$ cat config.mk
export PLATFORM = sky130hd
export DESIGN_NAME = lcd_sync_gen
export DESIGN_NICKNAME = d
export VERILOG_FILES = /design/src/rtl/lcd_sync_pkg.sv /design/src/rtl/lcd_sync_ctrl.sv /design/src/rtl/lcd_step_counter.sv /design/src/rtl/lcd_sync_gen.sv
export SDC_FILE = /design/constraint.sdc
export NUM_CORES = 1
export LEC_CHECK = 0
export CORE_MARGIN = 8
export CORE_UTILIZATION = 55
export DETAILED_ROUTE_END_ITERATION = 16
export MAX_ROUTING_LAYER = met4
export PLACE_DENSITY_LB_ADDON = 0.2
export SYNTH_ARGS = -nofsm -noshare
export SYNTH_HDL_FRONTEND = slang
export SYNTH_HIERARCHICAL = 1
export SYNTH_SLANG_ARGS = --single-unit
$ cat constraint.sdc
create_clock -name clk -period 8.5 [get_ports clk]
set_clock_uncertainty 0.1 [all_clocks]
set_input_delay 1.7 -clock clk [delete_from_list [all_inputs] [get_ports clk]]
set_output_delay 1.7 -clock clk [all_outputs]
set_load 0.005 [all_outputs]
$ cat src/rtl/lcd_sync_pkg.sv
package lcd_sync_pkg;

    typedef enum logic [1:0] {
        ST_IDLE   = 2'd0,
        ST_ACTIVE = 2'd1,
        ST_FINISH = 2'd2
    } sync_state_e;

    // Pin level: the polarity bit while enabled and active, its complement otherwise.
    function automatic logic pin_level(input logic act, input logic en, input logic high);
        return (act && en) ? high : ~high;
    endfunction

endpackage

$ cat src/rtl/lcd_sync_ctrl.sv
module lcd_sync_ctrl
    import lcd_sync_pkg::*;
(
    input  logic clk,
    input  logic rst_n,
    input  logic run_i,
    input  logic stop_i,
    input  logic frame_end_i,
    output logic running_o
);

    sync_state_e state_q, state_d;

    always_ff @(posedge clk or negedge rst_n) begin
        if (!rst_n) state_q <= ST_IDLE;
        else        state_q <= state_d;
    end

    always_comb begin
        state_d = state_q;
        unique case (state_q)
            ST_IDLE:   if (run_i) state_d = ST_ACTIVE;
            ST_ACTIVE: if (stop_i && !run_i) state_d = ST_FINISH;
            ST_FINISH: begin
                if (run_i)            state_d = ST_ACTIVE;
                else if (frame_end_i) state_d = ST_IDLE;
            end
            default:   state_d = ST_IDLE;
        endcase
    end

    always_comb running_o = (state_q != ST_IDLE);

    // stop (or nothing) in idle keeps the block idle
    p_idle_hold_r8: assert property (@(posedge clk) disable iff (!rst_n)
        (state_q == ST_IDLE && !run_i) |=> (state_q == ST_IDLE));

    // a finishing raster ends at the frame boundary
    p_finish_exit_r9: assert property (@(posedge clk) disable iff (!rst_n)
        (state_q == ST_FINISH && frame_end_i && !run_i) |=> !running_o);

    // a run in the finishing state keeps the raster going
    p_cancel_r10: assert property (@(posedge clk) disable iff (!rst_n)
        (state_q == ST_FINISH && run_i) |=> (state_q == ST_ACTIVE));

endmodule

$ cat src/rtl/lcd_step_counter.sv
module lcd_step_counter #(
    parameter int W = 18
) (
    input  logic         clk,
    input  logic         rst_n,
    input  logic         clr_i,
    input  logic         step_i,
    input  logic [W-1:0] limit_i,
    output logic [W-1:0] count_o,
    output logic         last_o
);

    localparam int WX = W + 1;

    logic [WX-1:0] next_ext;

    always_comb begin
        next_ext = {1'b0, count_o} + WX'(1);
        last_o   = (next_ext >= {1'b0, limit_i});
    end

    always_ff @(posedge clk or negedge rst_n) begin
        if (!rst_n)      count_o <= '0;
        else if (clr_i)  count_o <= '0;
        else if (step_i) count_o <= last_o ? '0 : next_ext[W-1:0];
    end

    // the counter wraps after its limit
    p_wrap_r1: assert property (@(posedge clk) disable iff (!rst_n)
        (step_i && last_o && !clr_i) |=> (count_o == '0));

    // the counter advances by one below its limit
    p_step_r1: assert property (@(posedge clk) disable iff (!rst_n)
        (step_i && !last_o && !clr_i) |=> (count_o == $past(count_o) + W'(1)));

    // without a step the count holds
    p_hold_r1: assert property (@(posedge clk) disable iff (!rst_n)
        (!step_i && !clr_i) |=> $stable(count_o));

endmodule

$ cat src/rtl/lcd_sync_gen.sv
module lcd_sync_gen
    import lcd_sync_pkg::*;
#(
    parameter int HS_LAYOUT = 0,
    parameter int HW        = 18,
    parameter int VW        = 16,
    parameter int HWAIT_W   = 12,
    parameter int VSW_W     = 18
) (
    input  logic              clk,
    input  logic              rst_n,
    input  logic              run_i,
    input  logic              stop_i,
    input  logic              sync_on_i,
    input  logic [31:0]       line_word_i,
    input  logic [HWAIT_W-1:0] hwait_i,
    input  logic [HW-1:0]     hvalid_i,
    input  logic [VW-1:0]     frame_lines_i,
    input  logic [VSW_W-1:0]  vs_width_i,
    input  logic              vs_unit_clk_i,
    input  logic [VW-1:0]     vwait_i,
    input  logic [VW-1:0]     vactive_i,
    input  logic              hs_high_i,
    input  logic              vs_high_i,
    input  logic              de_high_i,
    output logic              hsync_o,
    output logic              vsync_o,
    output logic              de_o,
    output logic [HW-1:0]     x_o,
    output logic [VW-1:0]     y_o,
    output logic              sof_o
);

    localparam int HSW_BITS = (HS_LAYOUT == 0) ? 8 : 14;
    localparam int HSW_LSB  = 32 - HSW_BITS;
    localparam int HX       = HW + 1;
    localparam int VX       = VW + 1;
    localparam int CMPW     = (VSW_W > VW) ? VSW_W : VW;

    logic            running;
    logic            h_last, v_last, frame_end;
    logic [HW-1:0]   period, hs_width;
    logic [VSW_W-1:0] fclk_q;
    logic            hs_act, vs_act, de_act, h_win, v_win;
    logic            unused_cfg_bits;

    assign period          = line_word_i[HW-1:0];
    assign unused_cfg_bits = ^line_word_i;

    generate
        if (HS_LAYOUT == 0) begin : g_narrow
            assign hs_width = HW'(line_word_i[HSW_LSB +: HSW_BITS]);
        end else begin : g_wide
            assign hs_width = HW'(line_word_i[HSW_LSB +: HSW_BITS]);
        end
    endgenerate

    lcd_sync_ctrl u_ctrl (
        .clk         (clk),
        .rst_n       (rst_n),
        .run_i       (run_i),
        .stop_i      (stop_i),
        .frame_end_i (frame_end),
        .running_o   (running)
    );

    lcd_step_counter #(.W(HW)) u_hcnt (
        .clk     (clk),
        .rst_n   (rst_n),
        .clr_i   (!running),
        .step_i  (running),
        .limit_i (period),
        .count_o (x_o),
        .last_o  (h_last)
    );

    lcd_step_counter #(.W(VW)) u_vcnt (
        .clk     (clk),
        .rst_n   (rst_n),
        .clr_i   (!running),
        .step_i  (running && h_last),
        .limit_i (frame_lines_i),
        .count_o (y_o),
        .last_o  (v_last)
    );

    assign frame_end = running && h_last && v_last;

    // dot clocks since frame start, saturating
    always_ff @(posedge clk or negedge rst_n) begin
        if (!rst_n)                      fclk_q <= '0;
        else if (!running || frame_end)  fclk_q <= '0;
        else if (fclk_q != '1)           fclk_q <= fclk_q + VSW_W'(1);
    end

    always_comb begin
        h_win  = ({1'b0, x_o} >= HX'(hwait_i)) &&
                 ({1'b0, x_o} <  (HX'(hwait_i) + HX'(hvalid_i)));
        v_win  = ({1'b0, y_o} >= VX'(vwait_i)) &&
                 ({1'b0, y_o} <  (VX'(vwait_i) + VX'(vactive_i)));
        hs_act = running && (x_o < hs_width);
        de_act = running && h_win && v_win;
        if (vs_unit_clk_i) vs_act = running && (fclk_q < vs_width_i);
        else               vs_act = running && (CMPW'(y_o) < CMPW'(vs_width_i));
    end

    always_comb begin
        hsync_o = pin_level(hs_act, sync_on_i, hs_high_i);
        vsync_o = pin_level(vs_act, sync_on_i, vs_high_i);
        de_o    = pin_level(de_act, sync_on_i, de_high_i);
        sof_o   = running && (x_o == '0) && (y_o == '0);
    end

    // disabled sync pins sit at their inactive level
    p_inactive_r6: assert property (@(posedge clk) disable iff (!rst_n)
        !sync_on_i |-> (hsync_o == ~hs_high_i && vsync_o == ~vs_high_i && de_o == ~de_high_i));

    // the idle state parks both counters at zero
    p_idle_zero_r8: assert property (@(posedge clk) disable iff (!rst_n)
        !running |-> (x_o == '0 && y_o == '0 && !sof_o));

    // the frame strobe lasts one cycle when a line is longer than one clock
    p_sof_pulse_r7: assert property (@(posedge clk) disable iff (!rst_n)
        (sof_o && period > HW'(1)) |=> !sof_o);

    // in clock units the vertical pulse starts with the frame
    p_vs_start_r4: assert property (@(posedge clk) disable iff (!rst_n)
        (sof_o && vs_unit_clk_i && vs_width_i != '0 && sync_on_i) |-> (vsync_o == vs_high_i));

endmodule

==> results of run 1 <==
path summary, 6_finish.rpt:
kind,endpoint,cells after the start,slack (ns)
worst max-delay path,de_o,19,0.36
worst min-delay path,u_ctrl/state_q[0],1,0.37
worst max register to register,u_vcnt/count_o[5],15,3.47
worst min register to register,u_ctrl/state_q[0],1,0.37
max in group asynchronous,u_hcnt/count_o[15],2,6.39
min in group asynchronous,fclk_q[4],2,1.43
state kept, by name, summed over array words and instances (netlist names):
| register | flops |
|---|---|
| fclk_q | 18 |
| u_ctrl/state_q | 2 |
| u_vcnt/count_o | 16 |
| u_hcnt/count_o | 18 |
power groups by stage:
stage | sequential [W] | clock (W) | combinational (W)
5_1_grt | 0.000347 | 0.000225 | 0.000559
2_1_floorplan | 0.000316 | 0 | 0.000325
3_3_place_gp | 0.000346 | 0 | 0.000477
6_report | 0.000342 | 0.000213 | 0.000494
3_5_place_dp | 0.000346 | 0 | 0.000490
4_1_cts | 0.000341 | 0.000215 | 0.000494
critical path: cells and delay by family:
| family | cells | cell delay (ns) |
|---|---|---|
| adder cells (fa/ha/maj) | 3 | 0.93 |
| XOR/XNOR | 2 | 0.32 |
| AO/OA/AOI/OAI | 9 | 1.88 |
| AND/OR/NAND/NOR | 3 | 0.53 |
| buffers and inverters | 2 | 0.98 |
layout by cell type (no fill, tap or decap), drive strengths merged, types with 3 or more instances in the layout:
cell,n
or2,3
a211o,4
inv,111
o21ai,33
o21a,7
a31oi,9
nand2b,34
dfrtp,54
clkbuf,5
xor2,32
nor3,17
xnor2,37
clkdlybuf4s50,167
a21o,27
nor2,51
and4,9
nand2,60
nor2b,16
o41ai,19
a21oi,65
mux2i,7
o32ai,18
nand3,40
nor3b,3
nor4,13
o2111ai,4
ha,164
o21bai,5
o211ai,4
and3,12
o31ai,4
nand3b,3
buf,5
a211oi,9
or3b,16
nand4,30
or3,7
a2111oi,3
kinds of logic (layout without fill, tap and decap cells):
logic type,count (synthesis),after routing,synth area share [%]
and+or+nand+nor,318,318,22.9
AOI/OAI and AO/OA,227,227,20.5
adders and majority gates,166,166,25.3
buffers and inverters,131,289,6.67
xor gates and xnor gates,69,69,7.40
DFF,54,54,16.3
muxes,8,8,0.983
layout make-up:
cell class / instances / area (µm²) / share of cell area (%)
multi-input combinational: 788 / 6380 / 62.4
inverter: 109 / 409 / 4.00
clock buffer: 5 / 125 / 1.22
timing repair buffer: 172 / 1710 / 16.7
tap: 188 / 235 / 2.30
sequential: 54 / 1350 / 13.2
clock inverter: 3 / 22.5 / 0.220
metrics by stage:
stage	cell area, µm²	std cells
after detailed placement	10100	1311
after floorplan	8270	973
after global routing	10200	1319
after global placement	10100	1311
final	10200	1319
after CTS	10200	1319
cells in the mapped netlist, types with 3 or more instances:
library cell | count | area share, %
or3b_2 | 15 | 1.6
clkbuf_1 | 9 | 0.41
nand3_4 | 3 | 0.64
o41ai_2 | 4 | 0.79
a211o_1 | 4 | 0.42
ha_1 | 164 | 25
nand3b_1 | 3 | 0.27
or3_1 | 3 | 0.23
and3_1 | 9 | 0.68
o2111ai_1 | 3 | 0.32
nor2_1 | 48 | 2.2
nor2b_1 | 16 | 1.2
nand2b_1 | 34 | 2.6
buf_2 | 4 | 0.24
a211oi_1 | 8 | 0.73
inv_1 | 109 | 4.9
nor3b_1 | 3 | 0.27
mux2i_1 | 7 | 0.85
xnor2_1 | 37 | 3.9
or3_2 | 4 | 0.36
o21ai_0 | 32 | 1.9
o21bai_1 | 5 | 0.45
xor2_1 | 31 | 3.3
o21a_1 | 7 | 0.64
nor4_1 | 10 | 0.76
buf_6 | 5 | 0.68
nor2_2 | 3 | 0.23
or2_1 | 3 | 0.23
a31oi_1 | 9 | 0.68
nor3_1 | 13 | 0.79
dfrtp_1 | 54 | 16
nand4_1 | 27 | 2.0
o211ai_1 | 3 | 0.27
nand2_1 | 59 | 2.7
nand3_1 | 35 | 2.1
o41ai_1 | 15 | 1.6
o32ai_2 | 9 | 1.8
o32ai_1 | 9 | 0.95
and4_1 | 6 | 0.64
a21oi_1 | 64 | 3.9
a21o_1 | 27 | 2.5
layer usage:
layer	GRT usage, %	wire, µm	vias to the layer above
met3	2.57	815	38
met4	6.90	552	0
li1	-	-	3889
met2	39.7	10500	230
met1	28.7	10400	3509
met5	-	0	-
==> impl_metrics.yaml, run 1 <==
detailed_routing:
  drtPass1Iterations: 5
  remaining_drc_errors: 0
  vias: 7666
  vias_per_cell: 5.81
  dr.first_iter.drc_count: 438
  wl_per_cell_um: 16.8
  postRouteWirelength_um: 22200
  antenna_left: 0
power_and_ir_drop:
  clock_power_share_pct: 20.3
  p_leak_nw: 4.96
  switching_power_w: 0.000408
  peakVddDrop_uv: 101
  totalPowerFinal_w: 0.00105
  share_comb_of_total_power_pct: 47.1
  seqPwrFrac_pct: 32.6
  switching_share_pct: 39.0
  powerDensity_nw_per_um2: 102
  intPower_w: 0.000640
die:
  initial_utilization_pct: 55.4
  die_w_um: 139
  row_count: 45
  design.die.area_um2: 19200
  die_height_um: 139
  ios: 175
  fp.coreArea_um2: 14900
finish:
  fillers: 1240
  utilization_pct: 68.6
  area_growth_pct: 23.7
  nNetsFinal: 1433
  diodes: 0
  drive_gt1_share_pct: 7.69
worst_setup_path:
  path_cells: "clkdlybuf4s50_1 > ha_1 > fa_1 > a211o_1 > and4_1 > o21ai_1 > nor2b_2 > o21bai_1 > nand3_1 > xor2_1 > ha_1 > a21oi_1 > o21ai_0 > a21o_1 > a211oi_1 > a31oi_1 > a2111oi_2 > xnor2_1 > clkdlybuf4s50_1"
  arrival_ns: 6.34
  cp-end-kind: "primary output"
  crit_path_max_incr_delay_ns: 0.52
  worstReg2RegStart: "u_hcnt/count_o[2]"
  crit_type: "in -> out"
  crit_path_start_kind: "input port"
  critPathSlowestCell: "clkdlybuf4s50_1"
  worstPathMaxFanout: 3
  required_ns: 6.70
  crit_start: "hwait_i[0]"
timing:
  setup_ws_ns: 0.363
  whs_ns: 0.367
  slew-limit-headroom_pct: 30.1
  final.setup.tns_ns: 0
  max_freq_mhz: 123
  worstMarginPinSlew_ns: 1.02
  finalSetupViolCount: 0
  fin_crit_ns: 8.14
  finalCritPeriodShare_pct: 95.7
  rsz0062_at_grt: "no"
  final_hold_viol_count: 0
  slew_viol_final: 0
clocking:
  cts.sinks: 54
  hold_buffers: 0
  path_clk_slew_ns: 0.07
  cts_resized: 0
  clock-root-buffer: "clkbuf_16"
  cts_tree: "yes"
  htree_levels: 2
  clock_path_buffers: 2
  clkLatencyLatePin_ns: 0.30
  cts_setup_buffers: 0
  cts_buffers: 5
logic_synthesis:
  avgSynthCellArea_um2: 8.50
  async_flop_share_pct: 100
  seq_area_frac_synth_pct: 16.3
  yosysWarnings: 6
  synth_cell_type_count: 89
  synth-edff-count: 0
  syn_inst: 973
  synthesis.nets: 1276
  synth_area_um2: 8270
  synth_seq_cells: 54
  ys.flop_type: "dfrtp_1"
outcome:
  status: "finished clean"
place:
  gp_congestion: 0.884
  io_buffers: 168
  hpwl_um: 17900
  post-place-ws_ns: 0.160
grt:
  grt.overflow.total: 0
  antenna_found_initial: 0
  grt_pass1_wl_um: 37700
  grt_max_degree: 55
  grt_pass1_vias: 8001
  grt_use_total_pct: 23.4
job:
  maxCapViolCount: 0
min_path:
  hp-class: "reg -> reg"
  hold_path_startpoint: "u_ctrl/state_q[1]"
(Power assumes the default switching activity.)
==> run 2: changes to the inputs <==
- CORE_UTILIZATION: 55 -> 25
- clock period: 8.5 -> 6.72 ns (I/O delays scaled with it)
==> impl_metrics.yaml, run 2 (synthesis results as in run 1) <==
worst_setup_path:
  crit_type: "in -> out"
  arrival_ns: 5.06
  required_ns: 5.28
  r2r_cells: 16
  worstPathMaxFanout: 3
  worstReg2RegStart: "u_hcnt/count_o[0]"
  crit_path_start_kind: "input port"
  reg2reg_slack_ns: 1.83
  reg2reg_to: "u_vcnt/count_o[13]"
  cp-end-kind: "primary output"
grt:
  grt_max_degree: 55
  grt_pass1_vias: 8262
  grt_pass1_wl_um: 45000
  grt.overflow.total: 0
  antenna_found_initial: 3
  grt_use_total_pct: 14.7
detailed_routing:
  drtPass1Iterations: 5
  remaining_drc_errors: 0
  vias_per_cell: 4.84
  vias: 8018
  dr.first_iter.drc_count: 391
  antenna_left: 0
  wl_per_cell_um: 17.0
  postRouteWirelength_um: 28200
power_and_ir_drop:
  intPower_w: 0.000868
  clock_power_share_pct: 20.5
  switching_share_pct: 39.3
  share_comb_of_total_power_pct: 48.9
  peakVddDrop_uv: 89.9
  switching_power_w: 0.000563
  p_leak_nw: 5.40
  seqPwrFrac_pct: 30.6
  powerDensity_nw_per_um2: 126
  totalPowerFinal_w: 0.00143
place:
  io_buffers: 168
  dp.cells: 1643
  gp_congestion: 0.823
  hpwl_um: 22700
timing:
  slew_viol_final: 0
  max_freq_mhz: 154
  fin_crit_ns: 6.51
  finalSetupViolCount: 0
  finalCritPeriodShare_pct: 96.8
  rsz0062_at_grt: "no"
  worstMarginPinSlew_ns: 0.795
  slew-limit-headroom_pct: 47.0
  final_hold_viol_count: 0
clocking:
  clock-root-buffer: "clkbuf_16"
  cts_tree: "yes"
  htree_levels: 2
  clock_path_buffers: 2
  hold_buffers: 0
  path_clk_slew_ns: 0.08
  cts.sinks: 54
  cts_buffers: 5
  clkLatencyLatePin_ns: 0.31
die:
  ios: 175
  die_height_um: 198
  row_count: 66
  initial_utilization_pct: 25.4
  fp.coreArea_um2: 32500
  die_w_um: 198
  design.die.area_um2: 39200
min_path:
  whs_path_depth: 1
  whs_endpoint: "u_ctrl/state_q[0]"
  hold_path_startpoint: "u_ctrl/state_q[1]"
  hp-class: "reg -> reg"
finish:
  area_growth_pct: 37.0
  drive_gt1_share_pct: 15.9
  nNetsFinal: 1513
  final_cell_mix: "162 x clkdlybuf4s50_1, 160 x ha_1, 109 x inv_1"
  instances_no_fill: 1656
  layout_commonest_cell: "clkdlybuf4s50_1"
  top_regs: "fclk_q (18), u_hcnt/count_o (18), u_vcnt/count_o (16)"
job:
  maxCapViolCount: 0
outcome:
  status: "finished clean"
==> run 2: changes by cell type in the layout (fill, tap and decap cells not counted), moves of 4 or more <==
cell	before	now
a21oi_2	1	6
o21ai_0	31	26
a21oi_1	64	58
clkdlybuf4s50_1	167	162
ha_1	164	160
buf_4	4	84
==> run 2: final cells by class <==
type / count / area, µm²
antenna: 3 / 7.51
inverter: 109 / 409
tap: 442 / 553
clock inverter: 2 / 16.3
clock buffer: 6 / 139
fill: 3457 / 21200
sequential: 54 / 1350
multi-input combinational: 788 / 6550
timing repair buffer: 252 / 2310
==> run 2: stage by stage <==
| stage | hold slack, ns | cell area (µm²) | utilization (%) | setup slack (ns) | TNS, ns |
|---|---|---|---|---|---|
| 5_1_grt | 0.434 | 11300 | 34.8 | 0.00175 | 0 |
| 2_1_floorplan | 0.340 | 8270 | - | 0.614 | 0 |
| 4_1_cts | 0.383 | 11200 | 34.4 | 0.00975 | 0 |
| 6_report | 0.393 | 11300 | 34.8 | 0.213 | 0 |
| 3_3_place_gp | 0.363 | 11000 | 33.7 | -0.811 | -0.811 |
| 3_5_place_dp | 0.377 | 11000 | 33.7 | -0.845 | -0.845 |
==> run 2: per-layer routing <==
metal | routed length, µm | vias up | track usage (%) | part of all wire [%]
met4 | 387 | 0 | 2.90 | 1.4
met2 | 13100 | 161 | 23.6 | 46
met3 | 1290 | 23 | 2.60 | 4.6
li1 | - | 4055 | - | -
met1 | 13400 | 3779 | 19.1 | 48
met5 | 0 | - | - | 0
==> run 2: worst max-delay path, stage by stage <==
cell,delay [ns]
dlygate4sd2_1,0.26
ha_2,0.19
fa_2,0.36
a211o_1,0.29
and4_1,0.17
o21ai_2,0.17
nor2b_4,0.20
o21bai_4,0.09
nand3_2,0.08
xor2_1,0.16
ha_1,0.27
a21oi_2,0.14
o21ai_1,0.08
a21o_1,0.17
a211oi_2,0.24
a31oi_2,0.15
a2111oi_4,0.41
xnor2_1,0.16
buf_2,0.13
==> run 2: what timing repair did <==
action | 4_1_cts | 5_1_grt
endpoints found under the setup margin | 1 | 1
pin swaps | 8 | 26
resized for setup | 21 | 26
setup buffers | 0 | 2
==> run 2: power by group through the flow <==
stage / Combinational (W) / Sequential, W / Clock [W]
2_1_floorplan: 0.000411 / 0.000400 / 0
5_1_grt: 0.000792 / 0.000447 / 0.000317
6_report: 0.000700 / 0.000438 / 0.000293
4_1_cts: 0.000695 / 0.000441 / 0.000309
3_3_place_gp: 0.000677 / 0.000447 / 0
3_5_place_dp: 0.000685 / 0.000447 / 0
==> run 2: worst max-delay path by stage <==
stage	start	to	slack, ns	cells after the start
global route	hwait_i[0]	de_o	0.002	19
global placement	hwait_i[0]	de_o	-0.81	19
detailed placement	hwait_i[0]	de_o	-0.84	19
CTS	hvalid_i[0]	de_o	0.01	19
finish	hwait_i[0]	de_o	0.21	19
floorplan	hwait_i[0]	de_o	0.61	17
==> run 3: changes to the inputs <==
- clock period: 6.72 -> 7.56 ns (I/O delays scaled with it)
==> impl_metrics.yaml, run 3 (synthesis results as in run 1) <==
outcome:
  status: "finished clean"
place:
  gp_congestion: 0.815
  hpwl_um: 22400
  dp.cells: 1594
  io_buffers: 168
clocking:
  htree_levels: 2
  cts.sinks: 54
  path_clk_slew_ns: 0.07
  clock_path_buffers: 2
  cts_buffers: 5
  clock-root-buffer: "clkbuf_16"
  cts_tree: "yes"
  hold_buffers: 0
  clkLatencyLatePin_ns: 0.30
finish:
  layout_commonest_cell: "clkdlybuf4s50_1"
  drive_gt1_share_pct: 10.4
  instances_no_fill: 1605
  nNetsFinal: 1462
  top_regs: "fclk_q (18), u_hcnt/count_o (18), u_vcnt/count_o (16)"
  utilization_pct: 33.2
  final_cell_mix: "166 x clkdlybuf4s50_1, 163 x ha_1, 109 x inv_1"
  area_growth_pct: 30.7
die:
  fp.coreArea_um2: 32500
  die_height_um: 198
  die_w_um: 198
  ios: 175
  row_count: 66
  initial_utilization_pct: 25.4
  design.die.area_um2: 39200
min_path:
  hold_path_startpoint: "u_ctrl/state_q[1]"
  whs_endpoint: "u_ctrl/state_q[0]"
  hp-class: "reg -> reg"
  whs_path_depth: 1
detailed_routing:
  wl_per_cell_um: 17.3
  vias_per_cell: 4.84
  remaining_drc_errors: 0
  antenna_left: 0
  vias: 7768
  drtPass1Iterations: 5
  dr.first_iter.drc_count: 405
  postRouteWirelength_um: 27700
power_and_ir_drop:
  totalPowerFinal_w: 0.00121
  p_leak_nw: 5.10
  powerDensity_nw_per_um2: 112
  peakVddDrop_uv: 76.5
grt:
  grt_use_total_pct: 14.4
  use_met2_pct: 23.0
  top_usage_layer: "met2"
  grt_max_degree: 55
  antenna_found_initial: 3
  grt_pass1_wl_um: 44200
  grt.overflow.total: 0
  met3_usage_pct: 2.60
  grt_pass1_vias: 7906
  grt_use_met1_pct: 19.3
worst_setup_path:
  crit_type: "in -> out"
  required_ns: 5.95
  r2r_cells: 16
  worstPathMaxFanout: 3
  arrival_ns: 5.70
  reg2reg_slack_ns: 2.62
  crit_path_start_kind: "input port"
  reg2reg_to: "u_vcnt/count_o[8]"
  worstReg2RegStart: "u_hcnt/count_o[2]"
  cp-end-kind: "primary output"
timing:
  finalCritPeriodShare_pct: 96.8
  finalSetupViolCount: 0
  final_hold_viol_count: 0
  worstMarginPinSlew_ns: 0.759
  fin_crit_ns: 7.32
  max_freq_mhz: 137
  whs_ns: 0.376
  slew-limit-headroom_pct: 49.4
  slew_viol_final: 0
job:
  maxCapViolCount: 0
-- run 3: changes by cell type in the layout (fill, tap and decap cells not counted), sizes merged --
| cell | previous run | this run |
|---|---|---|
| buf | 86 | 34 |
| clkdlybuf4s50 | 162 | 166 |
| dlymetal6s2s | 3 | 0 |
-- run 3: where the power goes --
group,switching (W),internal [W]
Clock,0.000119,0.000125
Combinational,0.000281,0.000300
Sequential,0.0000800,0.000310
Total,0.000480,0.000734
-- run 3: area by class of cell --
class | count | area (µm²)
Tap cell | 442 | 553
Fill cell | 3467 | 21700
Timing Repair Buffer | 201 | 1920
Clock buffer | 6 | 129
Sequential cell | 54 | 1350
Clock inverter | 2 | 16.3
Inverter | 109 | 409
Antenna cell | 3 | 7.51
Multi-Input combinational cell | 788 | 6420
-- run 3: metrics by stage --
step	TNS (ns)	setup slack [ns]	area (µm²)
4_1_cts	0	0.136	10800
6_report	0	0.245	10800
3_5_place_dp	-0.294	-0.294	10600
3_3_place_gp	-0.318	-0.318	10600
5_1_grt	-0.0669	-0.0669	10800
2_1_floorplan	0	1.12	8270
-- run 3: how the worst max path moves through the flow --
stage / startpoint / slack [ns] / end / cells after the start
after floorplan: hwait_i[0] / 1.12 / de_o / 17
after global placement: hwait_i[0] / -0.32 / de_o / 19
after detailed placement: hwait_i[0] / -0.29 / de_o / 19
after CTS: hwait_i[0] / 0.14 / de_o / 19
after global routing: vwait_i[0] / -0.07 / de_o / 19
final: hwait_i[0] / 0.24 / de_o / 19
-- run 3: critical path, cell delays in order --
cell             delay (ns)
clkdlybuf4s50_1        0.43
ha_2                   0.21
fa_1                   0.39
a211o_1                0.34
and4_1                 0.21
o21ai_2                0.16
nor2b_4                0.17
o21bai_2               0.09
nand3_1                0.11
xor2_1                 0.15
ha_1                   0.25
a21oi_1                0.13
o21ai_0                0.10
a21o_1                 0.20
a211oi_2               0.24
a31oi_2                0.15
a2111oi_4              0.43
xnor2_1                0.16
dlygate4sd2_1          0.25
-- run 3: timing repair --
item / CTS / global route
buffers inserted: 0 / 0
gates cloned: 0 / 0
pin swaps: 3 / 3
resized for setup: 4 / 8
endpoints found under the setup margin: 1 / 1
-- run 3: routing by layer --
layer	up-vias	routed length (µm)
li1	3962	-
met1	3641	13400
met2	152	12800
met3	13	1270
met4	0	205
met5	-	0
